`config.mk`:
```
export PLATFORM = sky130hd
export DESIGN_NAME = uart_rx_core
export DESIGN_NICKNAME = d
export VERILOG_FILES = /design/src/rtl/uart_rx_pkg.sv /design/src/rtl/rx_line_filter.sv /design/src/rtl/rx_frame_fsm.sv /design/src/rtl/rx_hold_buffer.sv /design/src/rtl/uart_rx_core.sv
export SDC_FILE = /design/constraint.sdc
export NUM_CORES = 1
export LEC_CHECK = 0
export BUFFER_PORTS_ARGS = -buffer_cell sky130_fd_sc_hd__buf_4
export CAP_MARGIN = 0
export CORE_MARGIN = 2
export CORE_UTILIZATION = 40
export DETAILED_ROUTE_END_ITERATION = 8
export GPL_TIMING_DRIVEN = 1
export HOLD_SLACK_MARGIN = 0.03
export PLACE_DENSITY = 0.67
export RECOVER_POWER = 50
export SLEW_MARGIN = 10
export SYNTH_ARGS = -nofsm -noshare
export SYNTH_HDL_FRONTEND = slang
export SYNTH_SLANG_ARGS = --single-unit
export TNS_END_PERCENT = 1
```
`constraint.sdc`:
```
create_clock -name clk -period 2.4 [get_ports clk]
set_clock_uncertainty 0.05 [all_clocks]
set_input_delay 0.48 -clock clk [delete_from_list [all_inputs] [get_ports clk]]
set_output_delay 0.48 -clock clk [all_outputs]
set_load 0.005 [all_outputs]
```
`src/rtl/uart_rx_pkg.sv`:
```
package uart_rx_pkg;

    localparam int CHAR_W = 9;
    localparam int CNT_W  = $clog2(CHAR_W + 1);

    typedef enum logic [2:0] {
        ST_IDLE,
        ST_START,
        ST_DATA,
        ST_PARITY,
        ST_STOP1,
        ST_STOP2
    } rx_state_e;

    typedef enum logic [1:0] {
        LEN_7   = 2'd0,
        LEN_8   = 2'd1,
        LEN_9   = 2'd2,
        LEN_RSV = 2'd3
    } char_len_e;

    // Number of character bits for a length code
    function automatic logic [CNT_W-1:0] char_bits(input logic [1:0] code);
        logic [CNT_W-1:0] n;
        unique case (char_len_e'(code))
            LEN_7:   n = CNT_W'(7);
            LEN_9:   n = CNT_W'(9);
            default: n = CNT_W'(8);
        endcase
        return n;
    endfunction

endpackage

```
`src/rtl/rx_line_filter.sv`:
```
module rx_line_filter #(
    parameter int FILT_LEN = 3
) (
    input  logic clk,
    input  logic rst_n,
    input  logic tick,
    input  logic pin,
    input  logic pin_inv,
    input  logic filt_en,
    output logic line
);

    localparam int HW = (FILT_LEN > 1) ? FILT_LEN - 1 : 1;

    logic          raw;
    logic [HW-1:0] hist_q;
    logic          filt_q;
    logic          all_hi;
    logic          all_lo;

    assign raw    = pin ^ pin_inv;
    assign all_hi = raw & (&hist_q);
    assign all_lo = ~raw & ~(|hist_q);

    generate
        if (HW == 1) begin : g_short
            always_ff @(posedge clk or negedge rst_n) begin
                if (!rst_n)    hist_q <= '1;
                else if (tick) hist_q <= raw;
            end
        end else begin : g_long
            always_ff @(posedge clk or negedge rst_n) begin
                if (!rst_n)    hist_q <= '1;
                else if (tick) hist_q <= {hist_q[HW-2:0], raw};
            end
        end
    endgenerate

    always_ff @(posedge clk or negedge rst_n) begin
        if (!rst_n) begin
            filt_q <= 1'b1;
        end else if (tick) begin
            if (all_hi)      filt_q <= 1'b1;
            else if (all_lo) filt_q <= 1'b0;
        end
    end

    // Unfiltered path: the level registered at the previous tick
    assign line = filt_en ? filt_q : hist_q[0];

endmodule

```
`src/rtl/rx_frame_fsm.sv`:
```
module rx_frame_fsm
    import uart_rx_pkg::*;
#(
    parameter int OSR = 16
) (
    input  logic              clk,
    input  logic              rst_n,
    input  logic              tick,
    input  logic              line,
    input  logic              rx_en,
    input  logic [1:0]        cfg_len,
    input  logic              par_en,
    input  logic              par_odd,
    input  logic              two_stop,
    input  logic              msb_first,
    input  logic              data_inv,
    output logic              ovr_chk,
    output logic              done,
    output logic [CHAR_W-1:0] char_data,
    output logic              frame_err,
    output logic              parity_err
);

    localparam int CW   = (OSR > 2) ? $clog2(OSR) : 1;
    localparam int HALF = OSR / 2;

    rx_state_e         state_q, state_d;
    logic [CW-1:0]     cnt_q;
    logic [CNT_W-1:0]  idx_q;
    logic [CHAR_W-1:0] shreg_q;
    logic              par_acc_q;
    logic              stop_bad_q;
    logic              line_prev_q;

    logic [CNT_W-1:0]  nbits;
    logic [CNT_W-1:0]  pos;
    logic              smp;
    logic              last_bit;
    logic              dbit;
    logic              start_edge;
    logic              samp_now;

    assign nbits      = char_bits(cfg_len);
    assign last_bit   = (idx_q == nbits - CNT_W'(1));
    assign pos        = msb_first ? (nbits - CNT_W'(1) - idx_q) : idx_q;
    assign dbit       = line ^ data_inv;
    assign start_edge = ~line & line_prev_q;
    assign smp        = (state_q == ST_START) ? (cnt_q == CW'(HALF - 1))
                                              : (cnt_q == CW'(OSR - 1));
    assign samp_now   = rx_en & tick & smp & (state_q != ST_IDLE);

    // Next-state logic
    always_comb begin
        state_d = state_q;
        if (!rx_en) begin
            state_d = ST_IDLE;
        end else if (tick) begin
            unique case (state_q)
                ST_IDLE:   if (start_edge) state_d = ST_START;
                ST_START:  if (smp) state_d = line ? ST_IDLE : ST_DATA;
                ST_DATA:   if (smp && last_bit) state_d = par_en ? ST_PARITY : ST_STOP1;
                ST_PARITY: if (smp) state_d = ST_STOP1;
                ST_STOP1:  if (smp) state_d = two_stop ? ST_STOP2 : ST_IDLE;
                ST_STOP2:  if (smp) state_d = ST_IDLE;
                default:   state_d = ST_IDLE;
            endcase
        end
    end

    // State register
    always_ff @(posedge clk or negedge rst_n) begin
        if (!rst_n) state_q <= ST_IDLE;
        else        state_q <= state_d;
    end

    // Bit timing and shifting
    always_ff @(posedge clk or negedge rst_n) begin
        if (!rst_n) begin
            cnt_q       <= '0;
            idx_q       <= '0;
            shreg_q     <= '0;
            par_acc_q   <= 1'b0;
            stop_bad_q  <= 1'b0;
            line_prev_q <= 1'b1;
        end else begin
            if (tick) line_prev_q <= line;
            if (rx_en && tick) begin
                if (state_q == ST_IDLE) begin
                    if (start_edge) begin
                        cnt_q      <= CW'(1);
                        idx_q      <= '0;
                        shreg_q    <= '0;
                        par_acc_q  <= 1'b0;
                        stop_bad_q <= 1'b0;
                    end
                end else begin
                    cnt_q <= smp ? '0 : cnt_q + CW'(1);
                    if (smp && state_q == ST_DATA) begin
                        shreg_q[pos] <= dbit;
                        par_acc_q    <= par_acc_q ^ dbit;
                        idx_q        <= idx_q + CNT_W'(1);
                    end
                    if (smp && state_q == ST_PARITY) par_acc_q  <= par_acc_q ^ dbit;
                    if (smp && state_q == ST_STOP1)  stop_bad_q <= stop_bad_q | ~line;
                end
            end
        end
    end

    // Outputs
    always_comb begin
        done       = samp_now & (((state_q == ST_STOP1) & ~two_stop) | (state_q == ST_STOP2));
        ovr_chk    = samp_now & (((state_q == ST_DATA) & last_bit & ~par_en & ~two_stop)
                               | ((state_q == ST_PARITY) & ~two_stop)
                               | ((state_q == ST_STOP1) & two_stop));
        char_data  = shreg_q;
        frame_err  = stop_bad_q | ~line;
        parity_err = par_en & (par_acc_q != par_odd);
    end

endmodule

```
`src/rtl/rx_hold_buffer.sv`:
```
module rx_hold_buffer
    import uart_rx_pkg::*;
(
    input  logic              clk,
    input  logic              rst_n,
    input  logic              done,
    input  logic              ovr_chk,
    input  logic [CHAR_W-1:0] char_data,
    input  logic              frame_err,
    input  logic              parity_err,
    input  logic              rd,
    input  logic              rx_en,
    input  logic              rts_en,
    output logic [CHAR_W-1:0] data,
    output logic              full,
    output logic              irq,
    output logic              ov,
    output logic              fe,
    output logic              pe,
    output logic              sum,
    output logic              rts
);

    logic [CHAR_W-1:0] data_q;
    logic full_q, irq_q, ov_q, fe_q, pe_q;

    always_ff @(posedge clk or negedge rst_n) begin
        if (!rst_n) begin
            data_q <= '0;
            full_q <= 1'b0;
            irq_q  <= 1'b0;
            ov_q   <= 1'b0;
            fe_q   <= 1'b0;
            pe_q   <= 1'b0;
        end else begin
            irq_q <= done;
            if (done) begin
                data_q <= char_data;
                full_q <= 1'b1;
                fe_q   <= frame_err;
                pe_q   <= parity_err;
                if (rd) ov_q <= 1'b0;
            end else if (rd) begin
                full_q <= 1'b0;
                fe_q   <= 1'b0;
                pe_q   <= 1'b0;
                ov_q   <= 1'b0;
            end else if (ovr_chk && full_q) begin
                ov_q <= 1'b1;
            end
        end
    end

    always_comb begin
        data = data_q;
        full = full_q;
        irq  = irq_q;
        ov   = ov_q;
        fe   = fe_q;
        pe   = pe_q;
        sum  = ov_q | fe_q | pe_q;
        rts  = rts_en & (full_q | ~rx_en);
    end

endmodule

```
`src/rtl/uart_rx_core.sv`:
```
module uart_rx_core
    import uart_rx_pkg::*;
#(
    parameter int OSR      = 16,
    parameter int FILT_LEN = 3
) (
    input  logic              clk,
    input  logic              rst_n,
    input  logic              tick16,
    input  logic              rx_pin,
    input  logic              rx_en,
    input  logic [1:0]        cfg_len,
    input  logic              cfg_par_en,
    input  logic              cfg_par_odd,
    input  logic              cfg_two_stop,
    input  logic              cfg_msb_first,
    input  logic              cfg_data_inv,
    input  logic              cfg_pin_inv,
    input  logic              cfg_filt_en,
    input  logic              cfg_rts_en,
    input  logic              rd_strobe,
    output logic [CHAR_W-1:0] rx_data,
    output logic              rx_full,
    output logic              rx_irq,
    output logic              err_overrun,
    output logic              err_frame,
    output logic              err_parity,
    output logic              err_sum,
    output logic              rts_out
);

    logic              line;
    logic              ovr_chk;
    logic              done;
    logic [CHAR_W-1:0] char_data;
    logic              frame_err;
    logic              parity_err;

    rx_line_filter #(.FILT_LEN(FILT_LEN)) u_filter (
        .clk     (clk),
        .rst_n   (rst_n),
        .tick    (tick16),
        .pin     (rx_pin),
        .pin_inv (cfg_pin_inv),
        .filt_en (cfg_filt_en),
        .line    (line)
    );

    rx_frame_fsm #(.OSR(OSR)) u_fsm (
        .clk        (clk),
        .rst_n      (rst_n),
        .tick       (tick16),
        .line       (line),
        .rx_en      (rx_en),
        .cfg_len    (cfg_len),
        .par_en     (cfg_par_en),
        .par_odd    (cfg_par_odd),
        .two_stop   (cfg_two_stop),
        .msb_first  (cfg_msb_first),
        .data_inv   (cfg_data_inv),
        .ovr_chk    (ovr_chk),
        .done       (done),
        .char_data  (char_data),
        .frame_err  (frame_err),
        .parity_err (parity_err)
    );

    rx_hold_buffer u_buf (
        .clk        (clk),
        .rst_n      (rst_n),
        .done       (done),
        .ovr_chk    (ovr_chk),
        .char_data  (char_data),
        .frame_err  (frame_err),
        .parity_err (parity_err),
        .rd         (rd_strobe),
        .rx_en      (rx_en),
        .rts_en     (cfg_rts_en),
        .data       (rx_data),
        .full       (rx_full),
        .irq        (rx_irq),
        .ov         (err_overrun),
        .fe         (err_frame),
        .pe         (err_parity),
        .sum        (err_sum),
        .rts        (rts_out)
    );

endmodule

```
== After elaboration in Yosys (flattened, before gate mapping) ==
Index checks and enable logic that the tools add are counted.
W data, S select, Z words.
Operators by class
  reductions and logical operators: 25
  equal/unequal tests: 19
  $lt $le $gt $ge: 2
  multiplexer cells: 43
  bitwise gates (word level): 32
  add/sub/neg operators: 4
Operators by type and width (number)
  $mux W3: 10
  $mux W4: 7
  $mux W9: 3
  $mux W1: 18
  $ne A3 B2 Y1 const B: 6
  $pmux W3 S6: 1
  $and A1 B1 Y1: 16
  $reduce_bool A2 Y1: 5
  $bwmux W9: 1
  $reduce_and A3 Y1: 3
  $add A4 B1 Y4 const B: 2
  $pmux W4 S2: 1
  $reduce_and A2 Y1: 4
  $logic_and A1 B1 Y1: 7
  $or A1 B1 Y1: 7
  $reduce_and A7 Y1: 1
  $eq A3 B2 Y1 const B: 2
  $eq A3 B3 Y1 const B: 2
  $not A1 Y1: 6
  $reduce_bool A3 Y1: 2
  $lt A4 B5 Y1 const B: 1
  $demux W1 S4: 1
  $eq A4 B3 Y1 const B: 1
  $eq A4 B4 Y1: 1
  14 further kinds: 17
Word-level totals
  register bits after elaboration: 40
  output and inout bits: 16
  input port bits: 16

== Depth between registers and ports, before layout ==
  word-level depth: 14
  gate-level depth with buffers: 8

== By module ==
Synthesis repeated with hierarchy kept, for this count alone.
Second synthesis, totals
  cells, all modules: 235
  area, all modules: 2404.8 um2
Modules (own cells, without submodules)
  rx_frame_fsm: times used 1, area an instance 1695.4 um2, cells each 191
  rx_hold_buffer: times used 1, area an instance 553.0 um2, cells each 33
  rx_line_filter: times used 1, area an instance 156.4 um2, cells each 11

== Least setup slack after synthesis ==
No wires, ideal clock.
  path kind: input to register
  from: in cfg_len[0]
  to: reg u_fsm.shreg_q[6] (netlist: u_fsm.char_data[6])
  stages on the path: 7
  arrival time: 2.084 ns
  buffers on the path: 0
  required time: 2.270 ns
  setup slack: 0.186 ns
  setup time: 0.080 ns
  path through: nand2b_4 ha_1 nor2b_1 or4_4 and3_1 nor3_1 mux2i_1
Between the ends
  longest elaborated chain between the ends: 12
Ends and longest elaborated chain
  from (decl): line uart_rx_core.sv:12  | input logic [1:0] cfg_len,
  $eq A2 B2 Y1 / $logic_not A2 Y1 (equally long branches): line uart_rx_pkg.sv:25  | unique case (char_len_e'(code))
  $pmux W4 S2 *: line uart_rx_pkg.sv:25
  $sub A4 B1 Y4 *: line rx_frame_fsm.sv:45  | assign pos = msb_first ? (nbits - CNT_W'(1) - idx_q) : idx_q;
  $sub A4 B4 Y4 *: line rx_frame_fsm.sv:45
  $mux W4 *: line rx_frame_fsm.sv:45
  $lt A4 B5 Y1 (not written as such) / $ge A4 B1 Y1 (equally long branches): line rx_frame_fsm.sv:99  | shreg_q[pos] <= dbit;
  $logic_and A1 B1 Y1 (not written as such): line rx_frame_fsm.sv:99
  $mux W1 (not written as such): line rx_frame_fsm.sv:99
  $demux W1 S4 *
  $bwmux W9 *: line rx_frame_fsm.sv:99
  $mux W9 *: line rx_frame_fsm.sv:98  | if (smp && state_q == ST_DATA) begin
  $mux W9 *: line rx_frame_fsm.sv:88  | if (state_q == ST_IDLE) begin
  to (signal, indexed assignment): line rx_frame_fsm.sv:99
  to (decl): line rx_frame_fsm.sv:30  | logic [CHAR_W-1:0] shreg_q;
Mark *: on every way between the ends. The rest lies on a longest branch, timed or not. The select of a mux whose other input is x is not followed.
A chain may end at the register's enable or synchronous reset.

== Worst setup path after layout ==
  from: reg u_fsm.idx_q[0]
  to: reg u_fsm.shreg_q[7] (netlist: u_fsm.char_data[7])
Between the ends
  longest elaborated chain between the ends: 9
Ends and longest elaborated chain
  from (decl): line rx_frame_fsm.sv:29  | logic [CNT_W-1:0] idx_q;
  from (signal assigned): line rx_frame_fsm.sv:101  | idx_q <= idx_q + CNT_W'(1);
  $sub A4 B4 Y4: line rx_frame_fsm.sv:45
  $mux W4 *: line rx_frame_fsm.sv:45
  $lt A4 B5 Y1 (not written as such) / $ge A4 B1 Y1 (equally long branches): line rx_frame_fsm.sv:99
  $logic_and A1 B1 Y1 (not written as such): line rx_frame_fsm.sv:99
  $mux W1 (not written as such): line rx_frame_fsm.sv:99
  $demux W1 S4 *
  $bwmux W9 *: line rx_frame_fsm.sv:99
  $mux W9 *: line rx_frame_fsm.sv:98
  $mux W9 *: line rx_frame_fsm.sv:88
Marked as above.

==> metrics.csv <==
metric,value,unit
status,finished clean,
wirelength,5164,um
cp_max_fo,6,
reg2reg_from,u_fsm.idx_q[0]$_DFFE_PN0P_,
clk_latency,0.30,ns
period_share,0.9433,
layout_min_cycle_time,2.264,ns
start_util,0.4081,
arrival,2.39,ns
grt.total_usage,0.1782,
synth_cell_type_count,59,
port_buffers,31,
powerDensity,635.7,mW/mm^2
p_total,1.802,mW
r2r_setup_slack,0.14,ns
fin_hold_ws,0.2701,ns
crit_path_start_kind,flop,
synth_top_family_by_area,simple AND/OR/NAND/NOR gates,
final_antenna_net_count,0,
drv_slew,0,
diodes,0,
cpMaxStageDelayCell,dfrtp_1,
fmax,441.7,MHz
drt_iter0_markers,197,
setup_violations,0,
areaGrowthSynthToFinish,19.45,%
cts.htree.levels,2,
die_w,81.03,um
drt_first_pass_iters,4,
ir_worst_vdd,0.4024,mV
synth_top_area_share,0.3795,
synthAdderAreaFrac,0.03479,
yosysTopAreaCell,dfrtp_1,
layoutNonFillerInstCount,351,
routedWlPerCell,14.71,um
gp_congestion,0.8626,
antenna_found_initial,0,
holdBufCountCts,0,
drcViolationCount,0,
cts_setup_buffers,0,
relSlewSlack,0.3366,
cts.sink_count,40,
synthArstFlopShare,1.000,
cts_root_buf,clkbuf_8,
hpwlAfterDp,3746,um
dpl_worst_slack,-0.01984,ns
ys_warn_count,0,
dp.cells,343,
io_pins,32,
syn-num-nets,258,
synthMuxAreaShare,0.1165,
worstHoldPathType,primary input to async pin,
netlist_instances,236,
fp-row-count,28,
viasPerCell,5.342,
clock_path_buffers,2,
final_cell_area,0.002835,mm^2
synthFlopType,dfrtp_1,
finalWorstSetupSlack,0.1360,ns
grt_max_degree,41,
ys_seq_area_frac,0.4238,
drive_gt1_frac,0.2826,
yosys.area_share.simple,0.2182,
tightest_slew,0.9951,ns
cp-end-kind,flop,
ys_ff_latch,40,
required,2.53,ns
numCtsBuffers,5,
fin_util,0.4875,
worstSetupPathType,flop to flop,
reg2reg_to,u_fsm.char_data[7]$_DFFE_PN0P_,
ctsResizeCount,0,
grt_pass1_wl,9052,um
vias,1875,
globalRouteOverflowTotal,0,
fin_nets,297,
syn-cell-area,0.002374,mm^2
path_cells,ha_1 -> fa_1 -> xor2_1 -> mux2i_1 -> a21boi_2 -> nand4_1 -> mux2i_1,
power_leakage,1.355,nW
coreArea,0.005816,mm^2
rsz0062_at_grt,false,
die_h,81.03,um
crit_path_frequent_cell,mux2i_1,
synth-compound-area-share,0.1434,
place_area,0.002728,mm^2
path_clk_slew,0.09,ns
ff2ff_path_depth,7,
grt_pass1_vias,1856,
synthTopCellsByArea,"dfrtp_1, mux2i_1, nand2_1, dfstp_2, mux2_2",
hold_violations,0,
syn_area_per_cell,10.06,um^2
synth_edf_count,0,
maxCapViolCount,0,
cts_tree,built,
synth_xor_area_frac,0.02583,
dieArea,0.006566,mm^2
tns,0,ns
critPathMaxStageDelay,0.45,ns
## metal layers
metal / wire length, um / part of all wire / global-route usage / up-vias
met5: 0 / 0 / 0 / -
met3: 153 / 0.030 / 0.02778 / 9
met1: 2604 / 0.50 / 0.2644 / 890
met2: 2308 / 0.45 / 0.2595 / 34
li1: - / - / - / 942
met4: 97 / 0.019 / 0.07119 / 0
## power by group
| group | switching (mW) | internal, mW |
|---|---|---|
| Sequential | 0.0722 | 0.733 |
| Clock | 0.272 | 0.314 |
| Combinational | 0.230 | 0.180 |
| Total | 0.575 | 1.23 |
## worst max path at each step
| stage | end | depth (start not counted) | from | slack [ns] |
|---|---|---|---|---|
| after floorplan | u_fsm.char_data[6]$_DFFE_PN0P_ | 7 | cfg_len[0] | 0.19 |
| after global placement | u_fsm.char_data[6]$_DFFE_PN0P_ | 8 | cfg_len[0] | 0.003 |
| after detailed placement | u_fsm.char_data[6]$_DFFE_PN0P_ | 8 | cfg_len[0] | -0.02 |
| after CTS | u_fsm.char_data[7]$_DFFE_PN0P_ | 7 | u_fsm.idx_q[0]$_DFFE_PN0P_ | 0.16 |
| after global routing | u_fsm.char_data[7]$_DFFE_PN0P_ | 7 | u_fsm.idx_q[0]$_DFFE_PN0P_ | 0.007 |
| final | u_fsm.char_data[7]$_DFFE_PN0P_ | 7 | u_fsm.idx_q[0]$_DFFE_PN0P_ | 0.14 |
## cell usage after synthesis (2+ instances only)
cell      count
dfrtp_1      36
nand2_1      31
mux2i_1      13
inv_1        11
a21oi_1      10
nor2_1       10
mux2_2        8
nand3_1       8
nand4_1       8
o21ai_0       6
buf_2         5
ha_1          5
nand2b_1      5
a22o_1        4
dfstp_2       4
o32ai_1       4
or3_1         4
xnor2_1       4
a211oi_1      3
mux2_1        3
nor3_1        3
o31ai_1       3
xor2_1        3
a31oi_1       2
clkbuf_1      2
inv_2         2
nand2b_4      2
nand4b_1      2
nor2b_1       2
nor3b_1       2
o211ai_1      2
or4_4         2
## cell usage in the layout, fill, tap and decap left out, types with 3 or more instances in the layout
master,synthesis,final
nand3_1,8,8
clkbuf_8,0,5
or3_1,4,4
nor3_1,3,3
o32ai_1,4,3
nand2b_1,5,5
mux2i_1,13,14
a22o_1,4,4
nand2_1,31,31
dfrtp_1,36,36
dfstp_2,4,3
xor2_1,3,3
clkbuf_4,0,3
nor2_1,10,10
buf_4,1,36
nand4_1,8,8
o31ai_1,3,3
o21ai_0,6,6
ha_1,5,5
a211oi_1,3,3
inv_1,11,11
mux2_1,3,3
a21oi_1,10,10
mux2_2,8,8
xnor2_1,4,4
## cell type report
class                      count  area, um^2
fill                         573        2980
multi-input combinational    175        1274
sequential                    40        1006
timing repair buffer          40       297.8
tap                           75       93.84
clock buffer                   5       68.82
inverter                      13       48.80
clock inverter                 3       46.29
## sequential cells by signal, indices dropped and copies added (netlist names), 2 cells and up
| register | count |
|---|---|
| u_fsm.char_data | 9 |
| u_fsm.state_q | 3 |
| u_fsm.cnt_q | 4 |
| u_filter.hist_q | 2 |
| u_buf.data | 9 |
| u_fsm.idx_q | 4 |
## critical path: cells and delay by family (launching register included)
kind,cells,cell delay [ns]
DFF,1,0.45
AOI/OAI and AO/OA,1,0.27
muxes,2,0.44
adders and majority gates,2,0.62
and+or+nand+nor,1,0.14
xor gates and xnor gates,1,0.16
## logic make-up after synthesis
group / Yosys count
simple gates: 90
compound gates: 47
flops: 40
mux: 25
buf+inv: 21
xor+xnor: 7
fa+ha+maj: 6
Note: power is estimated with default switching activity, not from simulation.
